### config.mk
export PLATFORM = sky130hd
export DESIGN_NAME = xbus_cycle_seq
export DESIGN_NICKNAME = d
export VERILOG_FILES = /design/src/rtl/xbus_pkg.sv /design/src/rtl/xbus_cfg_decode.sv /design/src/rtl/xbus_strobe_gate.sv /design/src/rtl/xbus_cycle_seq.sv
export SDC_FILE = /design/constraint.sdc
export NUM_CORES = 1
export LEC_CHECK = 0
export BUFFER_PORTS_ARGS = -buffer_cell sky130_fd_sc_hd__buf_2
export CAP_MARGIN = 15
export CORE_ASPECT_RATIO = 1.1
export CORE_MARGIN = 2
export CORE_UTILIZATION = 54
export CTS_BUF_LIST = sky130_fd_sc_hd__clkbuf_16
export DETAILED_ROUTE_END_ITERATION = 6
export GPL_ROUTABILITY_DRIVEN = 0
export GPL_TIMING_DRIVEN = 1
export PLACE_DENSITY = 0.84
export SLEW_MARGIN = 20
export SYNTH_ARGS = -nofsm -noshare
export SYNTH_HDL_FRONTEND = slang
export SYNTH_SLANG_ARGS = --single-unit
export TNS_END_PERCENT = 5
### constraint.sdc
create_clock -name clk -period 3.95 [get_ports clk]
set_input_delay 0.395 -clock clk [delete_from_list [all_inputs] [get_ports clk]]
set_output_delay 0.395 -clock clk [all_outputs]
set_load 0.01 [all_outputs]
### src/rtl/xbus_pkg.sv
package xbus_pkg;
    localparam int WAIT_W = 5;
    localparam int AW_W   = 3;
    localparam int TR_W   = 2;
    localparam int NUM_AW = 4;

    localparam int ST_CS = 0;
    localparam int ST_RD = 1;
    localparam int ST_WR = 2;
    localparam int ST_WD = 3;

    localparam int AW_LSB = WAIT_W;
    localparam int TR_LSB = WAIT_W + NUM_AW * AW_W;
    localparam int CFG_W  = TR_LSB + 3 * TR_W;

    typedef enum logic [1:0] {
        PH_IDLE  = 2'd0,
        PH_START = 2'd1,
        PH_WAIT  = 2'd2,
        PH_TRAIL = 2'd3
    } phase_e;

    typedef struct packed {
        logic [WAIT_W-1:0]            wait_n;
        logic [NUM_AW-1:0][AW_W-1:0]  aw;
        logic [TR_W-1:0]              cs_tr;
        logic [TR_W-1:0]              wd_tr;
        logic [TR_W-1:0]              rd_tr;
        logic                         bad;
    } timing_t;
endpackage

### src/rtl/xbus_cfg_decode.sv
module xbus_cfg_decode
    import xbus_pkg::*;
(
    input  logic [CFG_W-1:0] cfg_i,
    output timing_t          tim_o
);
    logic [WAIT_W-1:0] win;
    logic [NUM_AW-1:0] over;
    logic [AW_W-1:0]   raw;

    always_comb begin
        win   = cfg_i[WAIT_W-1:0];
        tim_o = '0;
        over  = '0;
        raw   = '0;
        tim_o.wait_n = win;
        for (int g = 0; g < NUM_AW; g++) begin
            raw         = cfg_i[AW_LSB + g*AW_W +: AW_W];
            over[g]     = WAIT_W'(raw) > win;
            tim_o.aw[g] = over[g] ? win[AW_W-1:0] : raw;
        end
        tim_o.cs_tr = cfg_i[TR_LSB +: TR_W];
        tim_o.wd_tr = cfg_i[TR_LSB + TR_W +: TR_W];
        tim_o.rd_tr = cfg_i[TR_LSB + 2*TR_W +: TR_W];
        tim_o.bad   = |over;
    end
endmodule

### src/rtl/xbus_strobe_gate.sv
module xbus_strobe_gate #(
    parameter int CNT_W = 6,
    parameter int AW_W  = 3,
    parameter int TR_W  = 2
) (
    input  logic             enable,
    input  logic             in_win,
    input  logic             in_trail,
    input  logic [CNT_W-1:0] win_idx,
    input  logic [AW_W-1:0]  aw,
    input  logic [TR_W-1:0]  trail_idx,
    input  logic [TR_W-1:0]  trail_len,
    output logic             act
);
    logic win_hit;
    logic trail_hit;

    always_comb begin
        win_hit   = in_win && (win_idx > CNT_W'(aw));
        trail_hit = in_trail && (trail_idx <= trail_len);
        act       = enable && (win_hit || trail_hit);
    end
endmodule

### src/rtl/xbus_cycle_seq.sv
module xbus_cycle_seq
    import xbus_pkg::*;
#(
    parameter int ADDR_W = 26,
    parameter int DATA_W = 32
) (
    input  logic                  clk,
    input  logic                  rst_n,
    input  logic                  req_i,
    input  logic                  rd_i,
    input  logic [ADDR_W-1:0]     addr_i,
    input  logic [DATA_W/8-1:0]   be_i,
    input  logic [DATA_W-1:0]     wdata_i,
    input  logic [CFG_W-1:0]      cfg_i,
    input  logic [DATA_W-1:0]     rdata_i,
    output logic                  rdy_o,
    output logic                  done_o,
    output logic                  cfg_err_o,
    output logic [DATA_W-1:0]     rdata_o,
    output logic [ADDR_W-1:0]     bus_addr_o,
    output logic [DATA_W/8-1:0]   bus_be_o,
    output logic [DATA_W-1:0]     bus_wdata_o,
    output logic                  cs_n_o,
    output logic                  rd_n_o,
    output logic                  we_n_o,
    output logic                  wd_n_o,
    output logic                  dir_wr_n_o
);
    localparam int BE_W  = DATA_W / 8;
    localparam int CNT_W = WAIT_W + 1;

    typedef struct packed {
        phase_e             ph;
        logic [CNT_W-1:0]   cnt;
        timing_t            tim;
        logic               is_rd;
        logic [ADDR_W-1:0]  addr_h;
        logic [BE_W-1:0]    be_h;
        logic [DATA_W-1:0]  wd_h;
        logic [ADDR_W-1:0]  addr;
        logic [BE_W-1:0]    be;
        logic [DATA_W-1:0]  wd;
        logic [DATA_W-1:0]  rdata;
        logic               done;
        logic               err;
    } seq_t;

    seq_t q, d;

    timing_t tim_dec;
    logic [TR_W-1:0]  trail_len;
    logic [CNT_W-1:0] wend_idx;

    logic [NUM_AW-1:0]            act_d, act_q;
    logic [NUM_AW-1:0]            g_en;
    logic [NUM_AW-1:0][TR_W-1:0]  g_tl;
    logic                         dir_d, dir_q;

    xbus_cfg_decode u_dec (
        .cfg_i (cfg_i),
        .tim_o (tim_dec)
    );

    // Trailing length and wait-end index of the access in flight
    always_comb begin
        if (q.is_rd) begin
            trail_len = q.tim.rd_tr;
        end else begin
            trail_len = (q.tim.cs_tr > q.tim.wd_tr) ? q.tim.cs_tr : q.tim.wd_tr;
        end
        wend_idx = {1'b0, q.tim.wait_n} + CNT_W'(1);
    end

    // Phase sequencing: all next-state values
    always_comb begin
        d      = q;
        d.done = 1'b0;
        case (q.ph)
            PH_IDLE: begin
                if (req_i) begin
                    d.ph     = PH_START;
                    d.cnt    = '0;
                    d.tim    = tim_dec;
                    d.is_rd  = rd_i;
                    d.addr_h = addr_i;
                    d.be_h   = be_i;
                    d.wd_h   = wdata_i;
                    d.err    = q.err | tim_dec.bad;
                end
            end
            PH_START: begin
                d.ph   = PH_WAIT;
                d.cnt  = CNT_W'(1);
                d.addr = q.addr_h;
                d.be   = q.be_h;
                d.wd   = q.wd_h;
            end
            PH_WAIT: begin
                if (q.cnt == wend_idx) begin
                    if (q.is_rd) begin
                        d.rdata = rdata_i;
                    end
                    if (trail_len != '0) begin
                        d.ph  = PH_TRAIL;
                        d.cnt = CNT_W'(1);
                    end else begin
                        d.ph   = PH_IDLE;
                        d.done = 1'b1;
                    end
                end else begin
                    d.cnt = q.cnt + CNT_W'(1);
                end
            end
            PH_TRAIL: begin
                if (q.cnt == CNT_W'(trail_len)) begin
                    d.ph   = PH_IDLE;
                    d.done = 1'b1;
                end else begin
                    d.cnt = q.cnt + CNT_W'(1);
                end
            end
            default: d.ph = PH_IDLE;
        endcase
    end

    // Per-control direction enable and trailing extent
    always_comb begin
        g_en[ST_CS] = 1'b1;
        g_en[ST_RD] = d.is_rd;
        g_en[ST_WR] = !d.is_rd;
        g_en[ST_WD] = !d.is_rd;
        g_tl[ST_CS] = d.is_rd ? '0 : d.tim.cs_tr;
        g_tl[ST_RD] = '0;
        g_tl[ST_WR] = '0;
        g_tl[ST_WD] = d.tim.wd_tr;
    end

    for (genvar g = 0; g < NUM_AW; g++) begin : g_strobe
        xbus_strobe_gate #(
            .CNT_W (CNT_W),
            .AW_W  (AW_W),
            .TR_W  (TR_W)
        ) u_gate (
            .enable    (g_en[g]),
            .in_win    (d.ph == PH_WAIT),
            .in_trail  (d.ph == PH_TRAIL),
            .win_idx   (d.cnt),
            .aw        (d.tim.aw[g]),
            .trail_idx (d.cnt[TR_W-1:0]),
            .trail_len (g_tl[g]),
            .act       (act_d[g])
        );
    end

    assign dir_d = act_d[ST_CS] && !d.is_rd;

    always_ff @(posedge clk or negedge rst_n) begin
        if (!rst_n) begin
            q     <= '0;
            act_q <= '0;
            dir_q <= 1'b0;
        end else begin
            q     <= d;
            act_q <= act_d;
            dir_q <= dir_d;
        end
    end

    assign rdy_o       = (q.ph == PH_IDLE);
    assign done_o      = q.done;
    assign cfg_err_o   = q.err;
    assign rdata_o     = q.rdata;
    assign bus_addr_o  = q.addr;
    assign bus_be_o    = q.be;
    assign bus_wdata_o = q.wd;
    assign cs_n_o      = !act_q[ST_CS];
    assign rd_n_o      = !act_q[ST_RD];
    assign we_n_o      = !act_q[ST_WR];
    assign wd_n_o      = !act_q[ST_WD];
    assign dir_wr_n_o  = !dir_q;
endmodule

-- Word level (Yosys, flattened, before mapping)
Index checks and enable logic that the tools add are counted.
- output and inout port bits: 102
- register bits: 196
- bits of input ports: 121
- word-level logic and storage cells: 91
- mux-type cells: 20
- bitwise operators: 1
- equal/unequal tests: 7
- $lt $le $gt $ge: 12
- add/subtract/negate cells: 2
- reductions and logical operators: 26
- operator list (cell ; count):
    $mux 95 ; 1
    $mux 82 ; 1
    $pmux 8 s4 ; 1
    $gt 6x3->1 ; 4
    $gt 3x5->1 ; 4
    $mux 6 ; 3
    $mux 2 ; 6
    $mux 3 ; 4
    $logic_and 1x1->1 ; 11
    $eq 2x2->1 const B ; 4
    $add 5x1->6 const B ; 1
    $add 6x1->6 const B ; 1
    $eq 6x2->1 ; 1
    $eq 6x6->1 ; 1
    $logic_not 1->1 ; 6
    $le 2x2->1 ; 2
    $logic_or 1x1->1 ; 4
    $reduce_or 4->1 ; 1
    $mux 1 ; 3
    $reduce_and 3->1 ; 1
    $eq 2x1->1 const B ; 1
    $gt 2x2->1 ; 1
    $le 2x1->1 const B ; 1
    $logic_not 2->1 ; 1
    4 further kinds ; 4

-- Depth between registers and ports, before layout
Gate-level depths: netlist of the first run.
- word-level depth: 11
- gate-level depth with buffers: 15
- mapped depth without buffers: 15

-- Hierarchy
A second synthesis of the first run with hierarchy kept.
- cells, all modules: 745
- area, all modules: 9529.1 um^2
- by module, submodules not included (module ; area an instance (um^2) ; cells each ; instances ; sequential area each (um^2)):
    xbus_cycle_seq ; 8375.5 ; 594 ; 1 ; 4879.7
    xbus_strobe_gate ; 153.9 ; 22 ; 4 ; 0.0
    xbus_cfg_decode ; 538.0 ; 63 ; 1 ; 0.0

-- Least setup slack after synthesis of the first run
OpenSTA, ideal clock, no wires.
- path kind: flip-flop to flip-flop
- start point: register q[163] in the netlist's numbering
- end point: register dir_q
- data required time: 3820 ps
- period minus slack after synthesis: 3172 ps
- data arrival time: 3042 ps
- buffers on the path: 0
- setup slack: 778 ps
- setup time: 130 ps
- cell stages (with the launch flop): 16
- cells stage by stage: dfrtp_1 > inv_1 > ha_1 > nand2b_4 > a211o_1 > and3_4 > mux2_4 > nor2_2 > nor2_1 > a22o_1 > ha_1 > a21oi_1 > a21oi_1 > nor2b_4 > nor4_2 > nor3_1
- RTL lines (item ; RTL line ; source):
    from (decl) ; xbus_cycle_seq.sv:48 ; seq_t q, d;
    from (signal assigned) ; xbus_cycle_seq.sv:159 ; q <= '0;
    from (signal assigned) ; xbus_cycle_seq.sv:163 ; q <= d;
    to (signal assigned) ; xbus_cycle_seq.sv:165 ; dir_q <= dir_d;
    to (decl) ; xbus_cycle_seq.sv:57 ; logic dir_d, dir_q;

==> impl_results.md, run 1 <==
* GRT overflow at 0
* Dpl cells at 1079
* Critical Path RT at 4250 ps
* Max Cap Viol at 0
* Final ANT Viol Nets at 0
* Root buf cell: clkbuf_16
* Skew-Pair Late Insertion Delay at 420 ps
* Flops & latches, synth at 195
* Hpwl dp at 13.0 mm
* Crit path largest cell delay at 400 ps
* Most common cell after layout, fill and taps aside: buf_2
* Sinks on Clock Net at 195
* Internal Power at 5.62 mW
* Post-cts gate resize count at 0
* Clk pin slew, worst setup/hold paths at 80 ps
* Logic gate share of total power at 0.402
* Cell row count at 50
* CTS Buffer Depth at 2
* CORE AREA at 0.0171 mm2
* Area Growth Syn to Fin at 13.2%
* Fin crit share at 0.884
* Switching part of the total power at 0.348
* Post-layout nets at 1018
* Die X at 130 um
* CP Cell Sequence: inv_1 -> ha_1 -> o21bai_2 -> a2111oi_0 -> or3_1 -> a31oi_2 -> o21ai_1 -> a22o_1 -> ha_1 -> a21oi_1 -> a21oi_1 -> nor2b_4 -> nor4_2 -> nor2_1
* Pleak at 5.33 nW
* Worst r2r src: q[163]
* Crit path launch type: flop
* Bufs and invs on worst path at 1
* Main synth FF type: dfrtp_1
* Initial DRT Pass Iterations at 5
* Setup Skew at 10.1 ps
* Reg power frac at 0.399
* Slowest CP cell: or3_1
* Worst reg2reg path depth at 14
* Vias at 5762
* CP Data Arrival Time at 3800 ps
* # setup viols final at 0
* Vias in the first global route at 5688
* I/O Buffers at 222
* Initial Utilization at 0.552
* Sequential fraction of the synthesis area at 0.517
* Cell count along the critical path at 14
* Unrepaired setup endpoints after global routing: no
* Number of synthesized flops with an enable pin at 0
* Share of cells above drive strength 1 at 0.515
* GRT Util Overall at 0.193
* H-tree levels at 4
* Worst slew margin at 0.495
* Synthesized cell area at 0.00943 mm2
* Maximum number of pins on one net before global-route repair at 98
* Avg WL per Cell at 15.8 um
* CP Capture Point: act_q[0]
* Critical path endpoint category: flop
* Critical path type: flop to flop
* Diode count at 0
* Crit-path max FO at 7
* Power, Total at 8.62 mW
* Hold Crit Class: primary input to asynchronous set/reset pin
* CTS tree: yes
* R2r setup slk at 460 ps
* Ys Warns at 0
* Status: finished clean
* Commonest cells after routing, fill and taps aside: buf_2, dfrtp_1, mux2_2
* Antenna violations before repair at 0
* Post-synth cell types at 64
* Synth async-reset ratio at 1.00
* Global-route wire length before repair at 28.1 mm
* Critical R2R Capture: act_q[0]
* Area of the die at 0.0185 mm2
* Post-Synthesis Mean Instance Area at 12.8 um2
* Tightest Pin Transition at 752 ps
* Drt drc at 0
* Ports at 223
* Pins over their slew limit at 0
* Via-per-instance ratio at 5.19
* CP delay by family, top: compound AO/OA/AOI/OAI gates
* Final setup TNS at 0 ps
* Post-CTS setup buffer count at 0
* Mapped Cells at 738
* Min cycle time layout at 3490 ps
* DR iter-0 viols at 192
* Synth Net Count at 892
* Clock Power Share at 0.199
* VDD IR-drop max at 0.545 mV
* Final count of hold timing violations at 0
* WL final at 17.6 mm
* Worst setup path start: q[163]
* Finished Layout Cells at 1111
* CTS buffer count at 17
* Fin util at 0.625
* Maximum clock rate at 0.286 GHz
* Die Span Y at 143 um
* # hold bufs at CTS at 0
* Power Dens Cells at 808 mW/mm2
* P_sw at 3.00 mW
-- power by group through the flow --
stage,registers (mW),logic (mW),clock network [mW]
after global placement,3.43,3.36,0
after CTS,3.45,3.51,1.76
after detailed placement,3.49,3.49,0
after global routing,3.57,3.88,1.84
final,3.44,3.47,1.71
after floorplan,3.30,3.16,0
-- through the flow --
step | worst slack [ps] | hold slack, ps | area (um2)
3_3_place_gp | 605 | 446 | 10100
4_1_cts | 457 | 49.5 | 10700
2_1_floorplan | 778 | 99.4 | 9430
6_report | 458 | 39.4 | 10700
3_5_place_dp | 481 | 452 | 10100
5_1_grt | 75.3 | 85.8 | 10700
-- flip-flops by register name, summed over array words and instances (netlist names) --
signal	flops
done_o	1
rdata_o	32
bus_wdata_o	32
q	94
bus_be_o	4
dir_q	1
act_q	4
bus_addr_o	26
cfg_err_o	1
-- worst min-delay path by stage --
stage	start	end	slack [ps]	cells past startpoint
finish	rst_n	bus_addr_o[16]	40	1
global route	rst_n	bus_addr_o[20]	90	1
CTS	rst_n	bus_addr_o[16]	50	1
detailed placement	cfg_err_o	cfg_err_o	450	1
global placement	cfg_err_o	cfg_err_o	450	1
floorplan	rst_n	act_q[0]	100	0
-- kinds of logic (layout without fill, tap and decap cells) --
group,after synthesis,after routing,share of synthesized area
AO/OA/AOI/OAI,80,80,0.0621
XOR/XNOR,11,11,0.0126
adder cells (fa/ha/maj),33,33,0.0438
buffers and inverters,162,301,0.107
flip-flops,195,195,0.517
multiplexers,180,180,0.213
AND/OR/NAND/NOR,77,77,0.0443
-- cell type report --
class                      instances  area (um2)
tap                              234         293
clock buffer                      17         425
sequential                       195        4880
clock inverter                    15         169
inverter                          38         143
fill                            1313        6400
timing repair buffer             231        1210
multi-input combinational        381        3550
-- routing by layer --
layer,track usage,vias to the layer above,share of wire
met5,0,-,0
met4,0.0606,0,0.016
met3,0.0465,23,0.062
met2,0.336,194,0.51
met1,0.237,2820,0.41
li1,-,2725,-
-- cells in the mapped netlist (3+ instances only) --
| master | number | area [um2] |
|---|---|---|
| buf_4 | 99 | 743 |
| dfrtp_1 | 195 | 4880 |
| nand2b_1 | 7 | 43.8 |
| nand2_1 | 16 | 60.1 |
| a21o_1 | 16 | 120 |
| xnor2_1 | 6 | 52.6 |
| mux2i_1 | 15 | 150 |
| nor3_1 | 3 | 15.0 |
| mux2_2 | 164 | 1850 |
| o211ai_1 | 3 | 22.5 |
| inv_1 | 37 | 139 |
| a31oi_1 | 5 | 31.3 |
| and2_1 | 3 | 18.8 |
| ha_1 | 33 | 413 |
| o21ai_0 | 5 | 25.0 |
| buf_1 | 5 | 18.8 |
| nor2_1 | 23 | 86.3 |
| buf_2 | 6 | 30.0 |
| and3_1 | 3 | 18.8 |
| nand3_1 | 6 | 30.0 |
| clkbuf_1 | 10 | 37.5 |
| a311oi_1 | 4 | 35.0 |
| a21oi_1 | 20 | 100 |
| o31ai_1 | 4 | 30.0 |
No activity file was read; power rests on OpenSTA's default activity.
==> run 2: changes to the inputs <==
--- a/config.mk
+++ b/config.mk
@@ -7,7 +7,6 @@
 export LEC_CHECK = 0
 export BUFFER_PORTS_ARGS = -buffer_cell sky130_fd_sc_hd__buf_2
 export CAP_MARGIN = 15
-export CORE_ASPECT_RATIO = 1.1
 export CORE_MARGIN = 2
 export CORE_UTILIZATION = 54
 export CTS_BUF_LIST = sky130_fd_sc_hd__clkbuf_16
==> impl_results.md, run 2 (same netlist as run 1, synthesis figures left out) <==
* Status: finished clean (unchanged)
* Critical path type: flop to flop (unchanged)
* Maximum number of pins on one net before global-route repair at 112 (was 98)
* GRT overflow at 0 (unchanged)
* R2r setup slk at 380 ps (was 460 ps)
* Worst slew margin at 0.373 (was 0.495)
* Worst slack at placement at 404 ps (was 481 ps)
* Clk pin slew, worst setup/hold paths at 80 ps (about the same)
* Critical R2R Capture: dir_q (was act_q[0])
* Power, Total at 8.66 mW (was 8.62 mW)
* Global-route wire length before repair at 28.3 mm (was 28.1 mm)
* CTS buffer count at 17 (unchanged)
* Die Span Y at 136 um (was 143 um)
* Power Dens Cells at 815 mW/mm2 (was 808 mW/mm2)
* DR iter-0 viols at 185 (was 192)
* Hold Crit Class: primary input to asynchronous set/reset pin (unchanged)
* Setup Skew at 10.3 ps (was 10.1 ps)
* CTS Buffer Depth at 2 (unchanged)
* I/O Buffers at 222 (unchanged)
* Post-layout nets at 1014 (was 1018)
* Max Cap Viol at 0 (unchanged)
* Post-place instance area at 0.0100 mm2 (was 0.0101 mm2)
* Largest register FFs at 94 (unchanged)
* Most common cell after layout, fill and taps aside: buf_2 (unchanged)
* Area of the multi-input gates at 0.00356 mm2 (was 0.00355 mm2)
* Area of the die at 0.0185 mm2 (about the same)
* # hold bufs at CTS at 0 (unchanged)
* Skew-Pair Late Insertion Delay at 420 ps (about the same)
* Antenna violations before repair at 0 (unchanged)
* Worst r2r src: q[163] (unchanged)
* Via-per-instance ratio at 5.18 (was 5.19)
* Worst reg2reg path depth at 14 (unchanged)
* Post-route cell area at 0.0106 mm2 (was 0.0107 mm2)
* Final worst slack at 378 ps (was 458 ps)
* Cell row count at 48 (was 50)
* Post-CTS setup buffer count at 0 (unchanged)
* Share of cells above drive strength 1 at 0.514 (was 0.515)
* CTS tree: yes (unchanged)
* Diode count at 0 (unchanged)
* Sinks on Clock Net at 195 (unchanged)
* Commonest cells after routing, fill and taps aside: buf_2, dfrtp_1, mux2_2 (unchanged)
* Drt drc at 0 (unchanged)
* Final count of hold timing violations at 0 (unchanged)
* VDD IR-drop max at 0.631 mV (was 0.545 mV)
* Crit-path max FO at 7 (unchanged)
* Area Growth Syn to Fin at 12.8% (was 13.2%)
* Hpwl dp at 12.8 mm (was 13.0 mm)
* Final setup TNS at 0 ps (unchanged)
* Vias in the first global route at 5687 (was 5688)
* CP Data Arrival Time at 3880 ps (was 3800 ps)
* Final ANT Viol Nets at 0 (unchanged)
* Unrepaired setup endpoints after global routing: no (unchanged)
* Hold_ws at 85.4 ps (was 39.4 ps)
* Min cycle time layout at 3570 ps (was 3490 ps)
* WL final at 17.6 mm (about the same)
* Fin crit share at 0.904 (was 0.884)
* Post-cts gate resize count at 0 (unchanged)
* Initial DRT Pass Iterations at 4 (was 5)
* Maximum clock rate at 0.280 GHz (was 0.286 GHz)
* Critical Path RT at 4260 ps (was 4250 ps)
* Vias at 5688 (was 5762)
* Ports at 223 (unchanged)
* Critical path endpoint category: flop (unchanged)
* H-tree levels at 4 (unchanged)
* Die X at 136 um (was 130 um)
* Crit path launch type: flop (unchanged)
* Sequential Area at 0.00488 mm2 (unchanged)
* Avg WL per Cell at 16.1 um (was 15.8 um)
* Tightest Pin Transition at 940 ps (was 752 ps)
* GRT Util Overall at 0.195 (was 0.193)
* CORE AREA at 0.0172 mm2 (was 0.0171 mm2)
* Pleak at 5.31 nW (was 5.33 nW)
* Fill cells at 1332 (was 1313)
* Root buf cell: clkbuf_16 (unchanged)
* Most flops, register: q (unchanged)
* # setup viols final at 0 (unchanged)
* Initial Utilization at 0.549 (was 0.552)
* Pins over their slew limit at 0 (unchanged)
run 2: worst max-delay path by stage:
stage | from | to
floorplan | q[163] | dir_q
global placement | q[163] | dir_q
detailed placement | q[163] | act_q[0]
CTS | q[163] | dir_q
global route | q[163] | dir_q
finish | q[163] | dir_q
run 2: worst max-delay path, stage by stage (launching register included):
cell and delay [ps]:
dfrtp_1 370, inv_1 100, ha_1 270, o21bai_2 200
a2111oi_0 150, or3_1 400, a31oi_2 370, o21ai_1 160
a22o_1 330, ha_1 350, a21oi_1 70, a21oi_1 210
nor2b_4 70, nor4_2 310, nor3_1 80
run 2: final cells by class:
type                            instances  area share
Clock buffer                           17      0.0400
Clock inverter                         15      0.0169
Inverter                               38      0.0134
Multi-Input combinational cell        381       0.334
Sequential cell                       195       0.459
Tap cell                              225      0.0265
Timing Repair Buffer                  227       0.110
run 2: where the power goes:
group / total, mW / leakage (nW) / internal [mW] / switching [mW]
clock network: 1.74 / 0.295 / 0.914 / 0.828
logic: 3.47 / 2.62 / 1.78 / 1.69
registers: 3.45 / 2.40 / 2.93 / 0.520
total: 8.66 / 5.31 / 5.63 / 3.04
run 2: per-layer routing:
metal | up-vias | share of wire | wire length [um] | track usage
li1 | 2723 | - | - | -
met1 | 2769 | 0.43 | 7570 | 0.246
met2 | 172 | 0.50 | 8760 | 0.334
met3 | 24 | 0.058 | 1030 | 0.0429
met4 | 0 | 0.016 | 282 | 0.0631
met5 | - | 0 | 0 | 0
run 2: metrics by stage:
step | util | cells
after floorplan | - | 738
after global placement | 0.584 | 1066
after detailed placement | 0.584 | 1066
after CTS | 0.619 | 1098
after global routing | 0.619 | 1098
final | 0.619 | 1098
